<file path="src/rtl/acc_alu_pkg.sv">
package acc_alu_pkg;

  typedef enum logic [3:0] {
    OP_LOAD  = 4'h0,
    OP_OR    = 4'h1,
    OP_AND   = 4'h2,
    OP_XOR   = 4'h3,
    OP_ADD   = 4'h4,
    OP_ADDC  = 4'h5,
    OP_RSUB  = 4'h6,
    OP_RSUBB = 4'h7,
    OP_SUB   = 4'h8,
    OP_SUBB  = 4'h9,
    OP_SHR   = 4'hA,
    OP_SHL   = 4'hB,
    OP_ROR   = 4'hC,
    OP_ROL   = 4'hD,
    OP_RSV0  = 4'hE,
    OP_RSV1  = 4'hF
  } alu_op_e;

  typedef enum logic [1:0] {
    CLS_LOGIC,
    CLS_ARITH,
    CLS_SHIFT,
    CLS_NONE
  } op_class_e;

  function automatic op_class_e classify(input logic [3:0] op);
    op_class_e c;
    case (op)
      OP_LOAD, OP_OR, OP_AND, OP_XOR:                   c = CLS_LOGIC;
      OP_ADD, OP_ADDC, OP_RSUB, OP_RSUBB, OP_SUB, OP_SUBB: c = CLS_ARITH;
      OP_SHR, OP_SHL, OP_ROR, OP_ROL:                   c = CLS_SHIFT;
      default:                                          c = CLS_NONE;
    endcase
    return c;
  endfunction

  function automatic logic is_subtract(input logic [3:0] op);
    return (op == OP_RSUB) || (op == OP_RSUBB) || (op == OP_SUB) || (op == OP_SUBB);
  endfunction

endpackage

</file>
<file path="src/rtl/acc_alu_rst_sync.sv">
module acc_alu_rst_sync #(
  parameter int STAGES = 2
) (
  input  logic clk,
  input  logic rst_n_in,
  output logic rst_n_out
);

  logic [STAGES-1:0] sync_q;

  always_ff @(posedge clk or negedge rst_n_in) begin
    if (!rst_n_in) begin
      sync_q <= '0;
    end else begin
      sync_q <= {sync_q[STAGES-2:0], 1'b1};
    end
  end

  assign rst_n_out = sync_q[STAGES-1];

endmodule

</file>
<file path="src/rtl/acc_alu_logic.sv">
module acc_alu_logic #(
  parameter int W = 8
) (
  input  logic [1:0]   fn,
  input  logic [W-1:0] acc,
  input  logic [W-1:0] opnd,
  output logic [W-1:0] y
);

  always_comb begin
    case (fn)
      2'd0:    y = opnd;
      2'd1:    y = opnd | acc;
      2'd2:    y = opnd & acc;
      default: y = opnd ^ acc;
    endcase
  end

endmodule

</file>
<file path="src/rtl/acc_alu_arith.sv">
module acc_alu_arith #(
  parameter int W = 8
) (
  input  logic [W-1:0] acc,
  input  logic [W-1:0] opnd,
  input  logic         flag_in,
  input  logic         subtract,
  input  logic         acc_minus,
  input  logic         use_flag,
  output logic [W-1:0] sum,
  output logic         cout
);

  localparam int SW = W + 1;

  logic [W-1:0]  lhs, rhs, rhs_eff;
  logic          cin;
  logic [SW-1:0] total;

  always_comb begin
    lhs     = acc_minus ? acc : opnd;
    rhs     = acc_minus ? opnd : acc;
    rhs_eff = subtract ? ~rhs : rhs;
    // a - b - !f == a + ~b + f ; a - b == a + ~b + 1
    cin     = use_flag ? flag_in : subtract;
    total   = {1'b0, lhs} + {1'b0, rhs_eff} + {{(SW-1){1'b0}}, cin};
  end

  assign sum  = total[W-1:0];
  assign cout = total[SW-1];

endmodule

</file>
<file path="src/rtl/acc_alu_shift.sv">
module acc_alu_shift #(
  parameter int W = 8
) (
  input  logic [W-1:0] acc,
  input  logic         flag_in,
  input  logic         left,
  input  logic         ring,
  output logic [W-1:0] y,
  output logic         fout
);

  logic fill;

  always_comb begin
    fill = ring ? flag_in : 1'b0;
    if (left) begin
      y    = {acc[W-2:0], fill};
      fout = acc[W-1];
    end else begin
      y    = {fill, acc[W-1:1]};
      fout = acc[0];
    end
  end

endmodule

</file>
<file path="src/rtl/acc_alu.sv">
module acc_alu
  import acc_alu_pkg::*;
#(
  parameter int W           = 8,
  parameter int SYNC_STAGES = 2
) (
  input  logic         clk,
  input  logic         rst_n,
  input  logic         op_valid,
  input  logic [3:0]   op_sel,
  input  logic [W-1:0] mem_byte,
  output logic [W-1:0] acc_out,
  output logic         flag_out
);

  logic         core_rst_n;
  logic [W-1:0] acc_q, acc_d;
  logic         flag_q, flag_d;
  logic         upd_en;
  op_class_e    cls;

  logic [W-1:0] logic_y, arith_y, shift_y;
  logic         arith_c, shift_c;

  acc_alu_rst_sync #(.STAGES(SYNC_STAGES)) u_rst (
    .clk       (clk),
    .rst_n_in  (rst_n),
    .rst_n_out (core_rst_n)
  );

  assign cls    = classify(op_sel);
  assign upd_en = op_valid;

  acc_alu_logic #(.W(W)) u_logic (
    .fn   (op_sel[1:0]),
    .acc  (acc_q),
    .opnd (mem_byte),
    .y    (logic_y)
  );

  acc_alu_arith #(.W(W)) u_arith (
    .acc       (acc_q),
    .opnd      (mem_byte),
    .flag_in   (flag_q),
    .subtract  (is_subtract(op_sel)),
    .acc_minus (op_sel[3]),
    .use_flag  (op_sel[0]),
    .sum       (arith_y),
    .cout      (arith_c)
  );

  acc_alu_shift #(.W(W)) u_shift (
    .acc     (acc_q),
    .flag_in (flag_q),
    .left    (op_sel[0]),
    .ring    (op_sel[2]),
    .y       (shift_y),
    .fout    (shift_c)
  );

  always_comb begin
    acc_d  = acc_q;
    flag_d = flag_q;
    case (cls)
      CLS_LOGIC: acc_d = logic_y;
      CLS_ARITH: begin
        acc_d  = arith_y;
        flag_d = arith_c;
      end
      CLS_SHIFT: begin
        acc_d  = shift_y;
        flag_d = shift_c;
      end
      default: ;
    endcase
  end

  always_ff @(posedge clk or negedge core_rst_n) begin
    if (!core_rst_n) begin
      acc_q  <= '0;
      flag_q <= 1'b0;
    end else if (upd_en) begin
      acc_q  <= acc_d;
      flag_q <= flag_d;
    end
  end

  assign acc_out  = acc_q;
  assign flag_out = flag_q;

endmodule

</file>
<file path="config.mk">
export PLATFORM = sky130hd
export DESIGN_NAME = acc_alu
export DESIGN_NICKNAME = d
export VERILOG_FILES = /design/src/rtl/acc_alu_pkg.sv /design/src/rtl/acc_alu_rst_sync.sv /design/src/rtl/acc_alu_logic.sv /design/src/rtl/acc_alu_arith.sv /design/src/rtl/acc_alu_shift.sv /design/src/rtl/acc_alu.sv
export SDC_FILE = /design/constraint.sdc
export NUM_CORES = 1
export LEC_CHECK = 0
export BUFFER_PORTS_ARGS = -buffer_cell sky130_fd_sc_hd__buf_4
export CELL_PAD_IN_SITES_DETAIL_PLACEMENT = 0
export CELL_PAD_IN_SITES_GLOBAL_PLACEMENT = 2
export CORE_AREA = 2 2 75 77
export DETAILED_ROUTE_END_ITERATION = 10
export DIE_AREA = 0 0 77 79
export PLACE_DENSITY_LB_ADDON = 0.1
export RECOVER_POWER = 25
export SLEW_MARGIN = 20
export SYNTH_ARGS = -nofsm -noshare
export SYNTH_HDL_FRONTEND = slang
export SYNTH_SLANG_ARGS = --single-unit
</file>
<file path="constraint.sdc">
create_clock -name clk -period 0.8 [get_ports clk]
set_input_delay 0.16 -clock clk [delete_from_list [all_inputs] [get_ports clk]]
set_output_delay 0.16 -clock clk [all_outputs]
set_load 0.005 [all_outputs]
</file>
======== Word level (Yosys, flattened, before mapping) ========
Memories as Yosys holds them, arrays and structs flattened.
Index checks and enable logic that the tools add are counted.
operators by class
  bitwise gates (word level) .............. 4
  order comparisons ....................... 0
  div/mod/pow operators ................... 0
  shifts and indexed selects .............. 0
  add/sub/neg operators ................... 2
  eq/ne operators ......................... 8
  $mul .................................... 0
  muxes and demuxes ....................... 10
  reduce and logical (&&, ||, !) cells .... 9
operators by type and width
  operator                                                         number
  8-bit case mux with 3 select lines                               2
  8-bit 2-to-1 mux                                                 4
  8-bit by 8-bit adder with 9-bit output                           1
  9-bit by 1-bit adder with 9-bit output                           1
  8-bit AND                                                        1
  4-bit by 3-bit == test with 1-bit output, second input constant  2
  4-bit == test, second input constant                             2
  8-bit inverter                                                   1
  8-bit OR                                                         1
  8-bit XOR                                                        1
  2-bit by 1-bit == test with 1-bit output, second input constant  2
  2-bit == test, second input constant                             2
  2-bit zero test                                                  2
  2-bit AND reduction                                              2
  1-bit logical OR                                                 3
  1-bit 2-to-1 mux                                                 3
  3-bit nonzero test                                               1
  1-bit case mux with 2 select lines                               1
  2-bit nonzero test                                               1
word-level totals
  input bits .............................. 15
  latch bits .............................. 0
  register bits ........................... 11
  output and inout port bits .............. 9
  RAM bits ................................ 0
  logic and storage cells ................. 37
  memory bits (read-only) ................. 32
  memories ................................ 1
memories
  memory            depth  bits a word  rd ports  clocked after memory_dff  wr ports  line               text
  (name not given)  16     2            1         0                         0         acc_alu_pkg.sv:31  case (op)

======== Depth between registers and ports, before layout ========
Gate-level depths: netlist (run 1).
  word-level depth ........................ 8
  mapped depth ............................ 12
  mapped depth without buffers ............ 12

======== Hierarchy ========
Synthesis (run 1) repeated with hierarchy kept, for this count alone.
unflattened totals
  cell total of the unflattened synthesis .. 205
  area total of the unflattened synthesis .. 1,955.6 um^2
modules (own cells, without submodules)
  module            cells each  sequential area each (um^2)  instances  area each (um^2)
  acc_alu_arith     73          0.0                          1          643.1
  acc_alu           65          225.2                        1          626.9
  acc_alu_logic     50          0.0                          1          493.0
  acc_alu_shift     14          0.0                          1          138.9
  acc_alu_rst_sync  3           50.0                         1          53.8

======== Least setup slack after synthesis (run 1) ========
No wires, ideal clock.
  kind .................................... input port to flip-flop
  start point ............................. input op_sel[1]
  end point ............................... register acc_q[4] (netlist: acc_out[4])
  slack ................................... -1,937 ps
  data arrival time ....................... 2,602 ps
  setup time .............................. 135 ps
  path buffers ............................ 1
  required time ........................... 665 ps
  stages on the path ...................... 12
  path through ............................ buf_6 -> inv_1 -> nand2_1 -> o21ai_4 -> xnor2_1 -> fa_1 -> fa_1 -> a21o_1 -> a21oi_1 -> xnor2_1 -> a221oi_1 -> o22ai_1
on the way
  word-level cells in the longest chain between the ends .. 8
  elaborated cells between the ends (all ways) .. 22
  those cells by class .................... 2 x add/sub; 8 x eq/ne; 4 x mux; 7 x reduce/logical; 1 x memory
RTL lines
  element                                   line                 text
  from (decl)                               acc_alu.sv:10        input logic [3:0] op_sel,
  4-bit by 3-bit == test with 1-bit output  acc_alu_pkg.sv:41    return (op == OP_RSUB) || (op == OP_RSUBB) || (op == OP_SUB) || (op == OP_SUBB);
  1-bit logical OR (3 in a row)             acc_alu_pkg.sv:41
  8-bit 2-to-1 mux                          acc_alu_arith.sv:23  rhs_eff = subtract ? ~rhs : rhs;
  8-bit by 8-bit adder with 9-bit output    acc_alu_arith.sv:26  total = {1'b0, lhs} + {1'b0, rhs_eff} + {{(SW-1){1'b0}}, cin};
  9-bit by 1-bit adder with 9-bit output    acc_alu_arith.sv:26
  8-bit case mux with 3 select lines        acc_alu.sv:64        case (cls)
  to (signal assigned)                      acc_alu.sv:80        acc_q <= '0;
  to (signal assigned)                      acc_alu.sv:83        acc_q <= acc_d;
  to (decl)                                 acc_alu.sv:17        logic [W-1:0] acc_q, acc_d;
Several ways; a longest one is shown, not always the timed one.
A chain may end at the register's enable or synchronous reset.

======== Worst setup path in the final report (run 1) ========
  start point ............................. register acc_q[0] (netlist: acc_out[0])
  end point ............................... register acc_q[7] (netlist: acc_out[7])
on the way
  word-level cells in the longest chain between the ends .. 6
  elaborated cells between the ends (all ways) .. 7
  those cells by class .................... 2 x add/sub; 4 x mux; 1 x bitwise
RTL lines
  element                                   line                 text
  8-bit 2-to-1 mux                          acc_alu_arith.sv:22  rhs = acc_minus ? opnd : acc;
  8-bit inverter                            acc_alu_arith.sv:23
  8-bit 2-to-1 mux                          acc_alu_arith.sv:23
  8-bit by 8-bit adder with 9-bit output *  acc_alu_arith.sv:26
  9-bit by 1-bit adder with 9-bit output *  acc_alu_arith.sv:26
  8-bit case mux with 3 select lines *      acc_alu.sv:64
Every way passes the cells marked *; elsewhere a longest branch is shown, timed or not.

==> flow_metrics.py, run 1 <==
metrics = {
    "run_status": {
        "status": "complete, but fails checks",
        "violations": "negative setup slack",
    },
    "yosys": {
        "synth-main-ff-cell": "dfrtp_1",
        "yosysSeqAreaShare_pct": 15.6,
        "syn_nets": 252,
        "syn-cell-area_sq_um": 1770,
        "synth_cells": 208,
        "synth_top_family_by_area": "adder cells",
        "async_flop_share_pct": 100,
        "synthAdderAreaFrac_pct": 21.4,
        "ys_types": 39,
        "synthMuxAreaShare_pct": 16.0,
        "yosys.area_share.simple_pct": 10.1,
        "synthXorXnorAreaFrac_pct": 5.95,
        "synth_top_area_share_pct": 19.1,
        "synth_seq_cells": 11,
        "synth-compound-area-share_pct": 21.3,
        "synth_warnings": 0,
        "synth_area_per_cell_sq_um": 8.49,
        "synth_edf_count": 0,
        "yosysTopAreaCell": "ha_1",
        "ys_top_cells_by_area": "ha_1 19%, dfrtp_1 16%, o21ai_0 7.4%",
    },
    "layout": {
        "finalInstanceArea_sq_um": 2750,
        "final_common_cell": "buf_4",
        "finalNetCount": 343,
        "layout-drive-gt1-share_pct": 44.3,
        "areaGrowthSynthToFinish_pct": 55.5,
        "n_antenna_cell": 0,
        "layout_common_cells": "76 x buf_4, 28 x inv_1, 26 x ha_1",
        "fin_cells": 370,
    },
    "grt": {
        "grt_pass1_wl_microns": 9580,
        "grt_pass1_vias": 1911,
        "antenna_found_initial": 0,
        "grt_max_degree": 27,
        "grt_usage_pct": 20.0,
        "gr-total-overflow": 0,
    },
    "floorplanning": {
        "dieArea_sq_um": 6080,
        "ios": 24,
        "die_h_microns": 79,
        "start_util_pct": 33.1,
        "fp-row-count": 27,
        "dieWidth_microns": 77,
        "coreArea_sq_um": 5340,
    },
    "cts": {
        "clock-root-buffer": "clkbuf_8",
        "cts_tree": "built",
        "htreeDepth": 1,
        "cts_made_buffers": 3,
        "clockBufferDepth": 2,
        "clk-insertion-delay-late_ns": 0.25,
        "clkTransAtPathRegs_ns": 0.06,
        "numClockSinks": 11,
    },
    "timing": {
        "max_freq_mhz": 413,
        "hold_ws_ns": 0.209,
        "hold_violations": 0,
        "worst_slack_ns": -1.62,
        "setup_viol": 18,
        "rsz0062_at_grt": "true",
        "min_period_ns": 2.42,
        "drv_slew": 0,
        "fin_crit_sh_pct": 303,
        "finClkSkew_ns": 0.00470,
        "tns_ns": -15.77,
    },
    "place": {
        "dp_hpwl_microns": 4420,
        "dp_cells": 359,
        "placedInstanceArea_sq_um": 2520,
        "gp_congestion": 0.951,
        "port_buffers": 23,
    },
    "routing": {
        "wire_per_inst_microns": 15.2,
        "drtPass1Iterations": 4,
        "drt-initial-drc-count": 61,
        "vias_per_cell": 4.91,
        "num_vias": 1818,
        "drc": 0,
        "drt_wl_total_microns": 5620,
        "drtAntennaViolNets": 0,
    },
    "setup_path": {
        "cp-end-kind": "register",
        "rr_endpoint": "acc_out[7]$_DFFE_PN0P_",
        "regToRegSetupSlack_ns": -1.62,
        "r2r-start": "acc_out[0]$_DFFE_PN0P_",
        "critPathLaunchType": "register",
        "reg2reg_depth": 10,
        "worstPathRequired_ns": 0.92,
        "worstPathArrival_ns": 2.54,
        "path_class": "register to register",
        "path_max_fanout": 3,
    },
    "power_and_ir_drop": {
        "irDropWorstVdd_uv": 939,
        "p_per_area_nw_per_um2": 2120,
        "p_leak_nw": 1.37,
    },
    "min_path": {
        "hp-class": "register to async pin",
    },
    "job": {
        "maxCapViolCount": 0,
    },
}
final cells by class:
class / instances / area (sq um)
tap: 72 / 90.1
timing repair buffer: 96 / 781
sequential: 11 / 277
clock buffer: 4 / 45.0
fill: 536 / 2590
inverter: 30 / 118
multi-input combinational: 157 / 1440
worst max path at each step:
stage	startpoint	to	slack, ns	cells past startpoint
final	acc_out[0]$_DFFE_PN0P_	acc_out[7]$_DFFE_PN0P_	-1.62	10
after global routing	acc_out[0]$_DFFE_PN0P_	acc_out[4]$_DFFE_PN0P_	-1.72	9
after CTS	acc_out[0]$_DFFE_PN0P_	acc_out[4]$_DFFE_PN0P_	-1.57	9
after detailed placement	op_sel[2]	acc_out[4]$_DFFE_PN0P_	-1.80	13
after global placement	op_sel[2]	acc_out[4]$_DFFE_PN0P_	-1.75	13
after floorplan	op_sel[3]	acc_out[4]$_DFFE_PN0P_	-1.66	12
synth_stat cells (3+ instances only):
| library cell | number |
|---|---|
| inv_1 | 30 |
| mux4_1 | 3 |
| dfrtp_1 | 11 |
| a21oi_1 | 6 |
| a211oi_1 | 3 |
| clkbuf_1 | 4 |
| o21ai_0 | 26 |
| nand2_1 | 25 |
| buf_2 | 4 |
| xnor2_1 | 10 |
| a21o_1 | 4 |
| ha_1 | 27 |
| nor2_1 | 4 |
| nor2b_1 | 3 |
| mux2i_1 | 8 |
| mux4_2 | 5 |
| a221oi_1 | 5 |
metrics by stage:
| step | worst slack, ns | utilization [%] | power [mW] |
|---|---|---|---|
| finish | -1.62 | 51.5 | 5.81 |
| global route | -1.72 | 51.5 | 6.33 |
| CTS | -1.57 | 50.3 | 5.54 |
| detailed placement | -1.80 | 47.2 | 4.52 |
| global placement | -1.75 | 47.2 | 4.44 |
| floorplan | -1.66 | - | 2.77 |
registers in the layout, indices dropped and copies added, names as in the netlist:
| name | count |
|---|---|
| acc_out | 8 |
| u_rst.sync_q | 2 |
| flag_out | 1 |
critical path: stages, from the launching register on:
cell and delay [ns]:
dfrtp_1 0.41, mux2i_2 0.24, xnor2_2 0.12, fa_2 0.37
buf_4 0.14, buf_4 0.14, a211oi_4 0.26, o211ai_1 0.18
and3b_1 0.21, o21ai_2 0.12, a32oi_1 0.10
layer usage:
layer	wire (microns)	part of all wire [%]	global-route usage [%]	vias up
li1	-	-	-	914
met1	2510	45	26.4	855
met2	2820	50	35.1	41
met3	199	3.5	2.39	8
met4	85	1.5	4.64	0
met5	0	0	0	-
where the power goes:
| part | leakage, nW | switching [mW] | internal [mW] |
|---|---|---|---|
| Combinational | 1.21 | 1.90 | 2.43 |
| Sequential | 0.131 | 0.161 | 0.705 |
| Clock | 0.0228 | 0.271 | 0.353 |
kinds of logic (layout without fill, tap and decap cells):
group	Yosys count	after routing
adder cells (fa/ha/maj)	29	29
other	1	1
AO/OA/AOI/OAI	58	58
AND/OR/NAND/NOR	40	40
buffers and inverters	40	130
flip-flops	11	11
XOR/XNOR	12	12
multiplexers	17	17
what timing repair did:
action / 4_1_cts / 5_1_grt
hold buffers: 1 / 0
hold endpoints to repair: 2 / 0
setup endpoints to repair: 18 / 18
pin swaps: 3 / 12
gates resized for setup: 28 / 14
setup buffers: 4 / 4
(Power assumes the default switching activity.)
==> inputs of run 2 (changes only) <==
- CORE_AREA: 2 2 75 77 -> 2 2 63 95
- DIE_AREA: 0 0 77 79 -> 0 0 65 97
- SYNTH_HIERARCHICAL: not set -> 1
==> run 2 against run 1 <==
The flow still finishes with violations (negative setup slack). Sequential share of layout area is 0.40 points lower. First-iteration DRC count decreased by 43%. Non-clock buffer count decreased by 6. Register-to-register slack improved by 0.04 ns. Cell count down 3.5%. Fmax increased by 1.5%. Synthesized cell count down 1.4%. Cell area rose by 4.1%.
==> flow_metrics.py, run 2 <==
metrics = {
    "setup_path": {
        "cp_num_buf_inv": 1,
        "worstPathArrival_ns": 2.57,
        "worstPathRequired_ns": 0.99,
        "critPathSlowestCell": "dfrtp_2",
        "crit_family": "adder cells",
        "path_cells": "mux2i_1 -> xor2_1 -> fa_2 -> inv_2 -> fa_2 -> a21oi_4 -> nor2_2 -> nor2_2 -> xnor2_1 -> a22oi_1 -> a211oi_1 -> a21o_1",
        "path_class": "register to register",
        "max_stage_delay_ns": 0.41,
        "critPathLaunchType": "register",
        "path_max_fanout": 2,
        "cp-end-kind": "register",
    },
    "yosys": {
        "synth_area_per_cell_sq_um": 9.54,
        "synth_common_cells": "34 x inv_1, 27 x ha_1, 13 x mux2i_1",
        "synth_top_area_share_pct": 17.3,
        "synth-main-ff-cell": "dfrtp_1",
        "synth_edf_count": 0,
        "async_flop_share_pct": 100,
        "ys_types": 37,
        "syn-cell-area_sq_um": 1960,
        "synth_cells": 205,
        "yosysTopAreaCell": "ha_1",
        "syn_nets": 249,
        "yosysSeqAreaShare_pct": 14.1,
        "ys_top_cells_by_area": "ha_1 17%, dfrtp_1 14%, mux4_2 9.2%",
        "synth_seq_cells": 11,
        "synth_warnings": 6,
        "yosysMostFrequentCell": "inv_1",
    },
    "routing": {
        "drt_wl_total_microns": 5180,
        "drtPass1Iterations": 4,
        "drtAntennaViolNets": 0,
        "num_vias": 1765,
        "wire_per_inst_microns": 14.5,
        "vias_per_cell": 4.94,
        "drt-initial-drc-count": 35,
        "drc": 0,
    },
    "floorplanning": {
        "ios": 24,
        "dieArea_sq_um": 6310,
        "die_h_microns": 97,
        "coreArea_sq_um": 5410,
        "fp-row-count": 33,
        "start_util_pct": 36.2,
        "dieWidth_microns": 65,
    },
    "place": {
        "gp_congestion": 0.801,
        "port_buffers": 23,
        "dp_hpwl_microns": 4170,
        "pre_cts_ws_ns": -1.78,
    },
    "timing": {
        "worst_slack_ns": -1.58,
        "fin_crit_sh_pct": 298,
        "hold_violations": 0,
        "min_period_ns": 2.38,
        "max_freq_mhz": 419,
        "setup_viol": 18,
        "rsz0062_at_grt": "true",
        "finClkSkew_ns": 0.00263,
        "drv_slew": 0,
    },
    "cts": {
        "clkTransAtPathRegs_ns": 0.06,
        "htreeDepth": 1,
        "numClockSinks": 11,
        "clockBufferDepth": 2,
        "clk-insertion-delay-late_ns": 0.25,
        "cts_made_buffers": 3,
        "cts_tree": "built",
        "clock-root-buffer": "clkbuf_8",
    },
    "min_path": {
        "hp-class": "register to async pin",
    },
    "layout": {
        "finalNetCount": 332,
        "nFillCells": 515,
        "layout-drive-gt1-share_pct": 49.8,
        "n_antenna_cell": 0,
        "final_common_cell": "buf_4",
        "areaGrowthSynthToFinish_pct": 46.3,
        "layout_common_cells": "65 x buf_4, 32 x inv_1, 23 x ha_1",
        "utilization_pct": 52.9,
        "largest_reg_flops": 8,
    },
    "grt": {
        "grt_pass1_wl_microns": 8830,
        "antenna_found_initial": 0,
        "grt_pass1_vias": 1903,
        "grt_max_degree": 20,
        "gr-total-overflow": 0,
        "grt_usage_pct": 17.8,
    },
    "run_status": {
        "violations": "negative setup slack",
        "status": "complete, but fails checks",
    },
    "power_and_ir_drop": {
        "p_leak_nw": 1.43,
        "irDropWorstVdd_uv": 1050,
        "p_per_area_nw_per_um2": 2340,
    },
    "job": {
        "maxCapViolCount": 0,
    },
}
==> run 2: changes by cell type in the layout (fill, tap and decap cells not counted), sizes merged, moves of 4 or more <==
cell / delta
inv: +4
a22oi: +6
nand2: -20
a221oi: -4
buf: -6
a21o: +6
nor2: +8
mux2: +13
a211oi: +5
o21ai: -23
mux2i: +5
==> run 2: power by group <==
part	internal (mW)	total (mW)	leakage (nW)	switching, mW
registers	0.718	0.887	0.133	0.169
logic	2.97	5.17	1.28	2.20
clock network	0.352	0.620	0.0228	0.268
total	4.04	6.68	1.43	2.64
==> run 2: what timing repair did <==
action | CTS | global route
resized for setup | 29 | 10
buffers inserted | 2 | 9
pin swaps | 14 | 5
setup endpoints to repair | 18 | 18
hold buffers | 1 | 0
endpoints found under the hold margin | 2 | 0
==> run 2: worst paths after layout <==
path / startpoint / endpoint / slack, ns / depth (start not counted)
min: u_rst/sync_q[1]$_DFF_PN0_ / acc_out[1]$_DFFE_PN0P_ / 0.21 / 1
max reg2reg: acc_out[0]$_DFFE_PN0P_ / acc_out[6]$_DFFE_PN0P_ / -1.58 / 12
max in group asynchronous: u_rst/sync_q[1]$_DFF_PN0_ / acc_out[0]$_DFFE_PN0P_ / 0.33 / 1
min reg2reg: u_rst/sync_q[1]$_DFF_PN0_ / acc_out[1]$_DFFE_PN0P_ / 0.21 / 1
min in group clk: op_valid / flag_out$_DFFE_PN0P_ / 0.21 / 3
max: acc_out[0]$_DFFE_PN0P_ / acc_out[6]$_DFFE_PN0P_ / -1.58 / 12
==> run 2: per-stage QoR <==
| step | area [sq um] | hold WS [ns] | setup TNS [ns] | cells | total power, mW |
|---|---|---|---|---|---|
| 5_1_grt | 2860 | 0.215 | -16.61 | 357 | 7.26 |
| 4_1_cts | 2840 | 0.171 | -15.11 | 355 | 6.62 |
| 3_5_place_dp | 2660 | -0.0566 | -14.71 | 348 | 5.51 |
| 2_1_floorplan | 2030 | -0.136 | -11.30 | 205 | 3.69 |
| 3_3_place_gp | 2660 | -0.0569 | -14.28 | 348 | 5.39 |
| 6_report | 2860 | 0.211 | -14.99 | 357 | 6.68 |
==> run 2: per-layer routing <==
layer / track usage (%) / wire [microns]
met5: 0 / 0
met4: 7.04 / 104
met3: 0.814 / 53
met2: 33.1 / 2940
met1: 20.7 / 2070
==> run 2: cell type report <==
class / instances / area, sq um / area share, %
tap: 70 / 87.6 / 3.06
inverter: 34 / 128 / 4.46
multi-input combinational: 148 / 1550 / 54.2
clock buffer: 4 / 45.0 / 1.57
sequential: 11 / 277 / 9.67
timing repair buffer: 90 / 772 / 27.0
==> run 2: kinds of logic after synthesis <==
| group | after synthesis | share of synthesized area, % |
|---|---|---|
| muxes | 35 | 25.1 |
| buffers and inverters | 46 | 12.1 |
| xor gates and xnor gates | 11 | 4.93 |
| AOI/OAI and AO/OA | 42 | 16.8 |
| and+or+nand+nor | 30 | 7.55 |
| adders and majority gates | 29 | 19.3 |
| DFF | 11 | 14.1 |
| other | 1 | 0.192 |
==> inputs of run 3 (changes only) <==
- REMOVE_ABC_BUFFERS: not set -> 1
==> run 3 against run 2 <==
The flow still finishes with violations (negative setup slack). Via count is 2.3% higher. Count of clock-buffer cells in the layout stayed put. Combinational power hardly changed. Power hardly changed. Worst setup slack worse by 0.067 ns. Largest cell class unchanged. Largest power group unchanged. Highest routed layer unchanged.
==> flow_metrics.py, run 3 (synthesis results as in run 2) <==
metrics = {
    "power_and_ir_drop": {
        "switching_share_pct": 39.8,
        "comb_power_share_pct": 77.5,
        "seqPwrFrac_pct": 13.8,
        "irDropWorstVdd_uv": 945,
        "p_per_area_nw_per_um2": 2320,
        "p_int_mw": 4.02,
        "p_leak_nw": 1.45,
        "p_clk_share_pct": 8.6,
        "switchingPower_mw": 2.66,
    },
    "routing": {
        "drc": 0,
        "drt-initial-drc-count": 71,
        "drtAntennaViolNets": 0,
        "drt_wl_total_microns": 5460,
        "num_vias": 1806,
        "vias_per_cell": 5.00,
        "wire_per_inst_microns": 15.1,
        "drtPass1Iterations": 4,
    },
    "layout": {
        "final_common_cell": "buf_4",
        "n_antenna_cell": 0,
        "layout_common_cells": "68 x buf_4, 32 x inv_1, 25 x ha_1",
        "layout-drive-gt1-share_pct": 50.2,
        "largest_reg_flops": 8,
        "finalNetCount": 336,
        "areaGrowthSynthToFinish_pct": 46.8,
    },
    "floorplanning": {
        "coreArea_sq_um": 5410,
        "die_h_microns": 97,
        "start_util_pct": 36.2,
        "dieWidth_microns": 65,
        "fp-row-count": 33,
        "ios": 24,
        "dieArea_sq_um": 6310,
    },
    "timing": {
        "fin_crit_sh_pct": 307,
        "max_freq_mhz": 408,
        "hold_violations": 0,
        "rsz0062_at_grt": "true",
        "finClkSkew_ns": 0.00286,
        "worst_slew_pin_slew_ns": 0.575,
        "hold_ws_ns": 0.214,
        "relSlewSlack_pct": 61.7,
        "drv_slew": 0,
        "worst_slack_ns": -1.65,
        "setup_viol": 18,
        "min_period_ns": 2.45,
    },
    "cts": {
        "clock-root-buffer": "clkbuf_8",
        "cts_tree": "built",
        "htreeDepth": 1,
        "clk-insertion-delay-late_ns": 0.24,
        "numClockSinks": 11,
        "cts_made_buffers": 3,
        "clockBufferDepth": 2,
        "clkTransAtPathRegs_ns": 0.05,
    },
    "grt": {
        "grt_pass1_vias": 1888,
        "antenna_found_initial": 0,
        "grt_usage_pct": 18.2,
        "grt_max_degree": 20,
        "grt_pass1_wl_microns": 9090,
        "gr-total-overflow": 0,
    },
    "setup_path": {
        "critPathSlowestCell": "dfrtp_1",
        "worstPathArrival_ns": 2.63,
        "max_stage_delay_ns": 0.41,
        "cpMostUsedCell": "fa_2",
        "path_max_fanout": 3,
        "critPathLaunchType": "register",
        "cp-end-kind": "register",
        "cp_num_buf_inv": 1,
        "crit_family": "adder cells",
        "worstPathRequired_ns": 0.98,
        "path_cells": "mux2i_1 -> xor2_1 -> fa_2 -> inv_2 -> fa_2 -> a21oi_4 -> nor2_1 -> nor2_2 -> xnor2_1 -> a22oi_1 -> a211oi_1 -> a21o_1",
        "path_class": "register to register",
    },
    "min_path": {
        "hp-class": "input port to register",
    },
    "place": {
        "pre_cts_ws_ns": -1.91,
        "gp_congestion": 0.822,
        "port_buffers": 23,
        "dp_hpwl_microns": 4350,
    },
    "run_status": {
        "violations": "negative setup slack",
        "status": "complete, but fails checks",
    },
    "job": {
        "maxCapViolCount": 0,
    },
}
-- run 3: metrics by stage --
| stage | cells | setup TNS (ns) | area, sq um | utilization (%) | total power, mW |
|---|---|---|---|---|---|
| final | 361 | -15.89 | 2870 | 53.1 | 6.68 |
| after global routing | 361 | -17.21 | 2870 | 53.1 | 7.28 |
| after CTS | 353 | -15.44 | 2750 | 50.8 | 6.25 |
| after detailed placement | 344 | -15.25 | 2570 | 47.5 | 5.19 |
| after global placement | 344 | -15.09 | 2570 | 47.5 | 5.05 |
| after floorplan | 193 | -17.37 | 1850 | - | 3.34 |
-- run 3: repair_timing --
| action | CTS | global route |
|---|---|---|
| buffers inserted | 4 | 8 |
| endpoints found under the hold margin | 2 | 0 |
| hold buffers | 1 | 0 |
| endpoints found under the setup margin | 18 | 18 |
| pin swaps | 11 | 12 |
| gates resized for setup | 27 | 20 |
-- run 3: worst paths after layout --
kind	from	to	slack, ns	cells past startpoint
max	acc_out[0]$_DFFE_PN0P_	acc_out[6]$_DFFE_PN0P_	-1.65	12
min	op_valid	flag_out$_DFFE_PN0P_	0.21	3
max reg2reg	acc_out[0]$_DFFE_PN0P_	acc_out[6]$_DFFE_PN0P_	-1.65	12
min reg2reg	u_rst/sync_q[1]$_DFF_PN0_	acc_out[1]$_DFFE_PN0P_	0.29	1
max in group asynchronous	u_rst/sync_q[1]$_DFF_PN0_	acc_out[6]$_DFFE_PN0P_	0.09	1
min in group asynchronous	rst_n	u_rst/sync_q[0]$_DFF_PN0_	0.24	2
-- run 3: area by class of cell --
| class | instances | area (sq um) |
|---|---|---|
| clock buffers | 4 | 45.0 |
| inverters | 34 | 128 |
| fillers | 531 | 2540 |
| well taps | 70 | 87.6 |
| repair buffers | 94 | 812 |
| multi-input cells | 148 | 1520 |
| flip-flops and latches | 11 | 278 |
-- run 3: worst reg2reg max path, delay by kind of cell, from the launching register on --
| family | cells | cell delay, ns |
|---|---|---|
| AO/OA/AOI/OAI | 4 | 0.58 |
| XOR/XNOR | 2 | 0.34 |
| adder cells (fa/ha/maj) | 2 | 0.64 |
| buffers and inverters | 1 | 0.05 |
| flip-flops | 1 | 0.41 |
| multiplexers | 1 | 0.17 |
| AND/OR/NAND/NOR | 2 | 0.21 |
-- run 3: routing by layer --
metal  vias to the layer above  share of wire (%)  wire [microns]  GRT usage, %
met1                       884                 41            2260          22.6
met2                        27                 54            2960          33.7
met3                         7                2.9             156          1.28
li1                        888                  -               -             -
met5                         -                  0               0             0
met4                         0                1.3              73          3.76
-- run 3: power groups by stage --
stage               clock network (mW)  registers (mW)  logic [mW]
floorplan                            0           0.981        2.36
detailed placement                   0           0.898        4.29
global placement                     0           0.897        4.15
finish                           0.576           0.924        5.18
CTS                              0.593           0.912        4.75
global route                     0.630           0.949        5.70
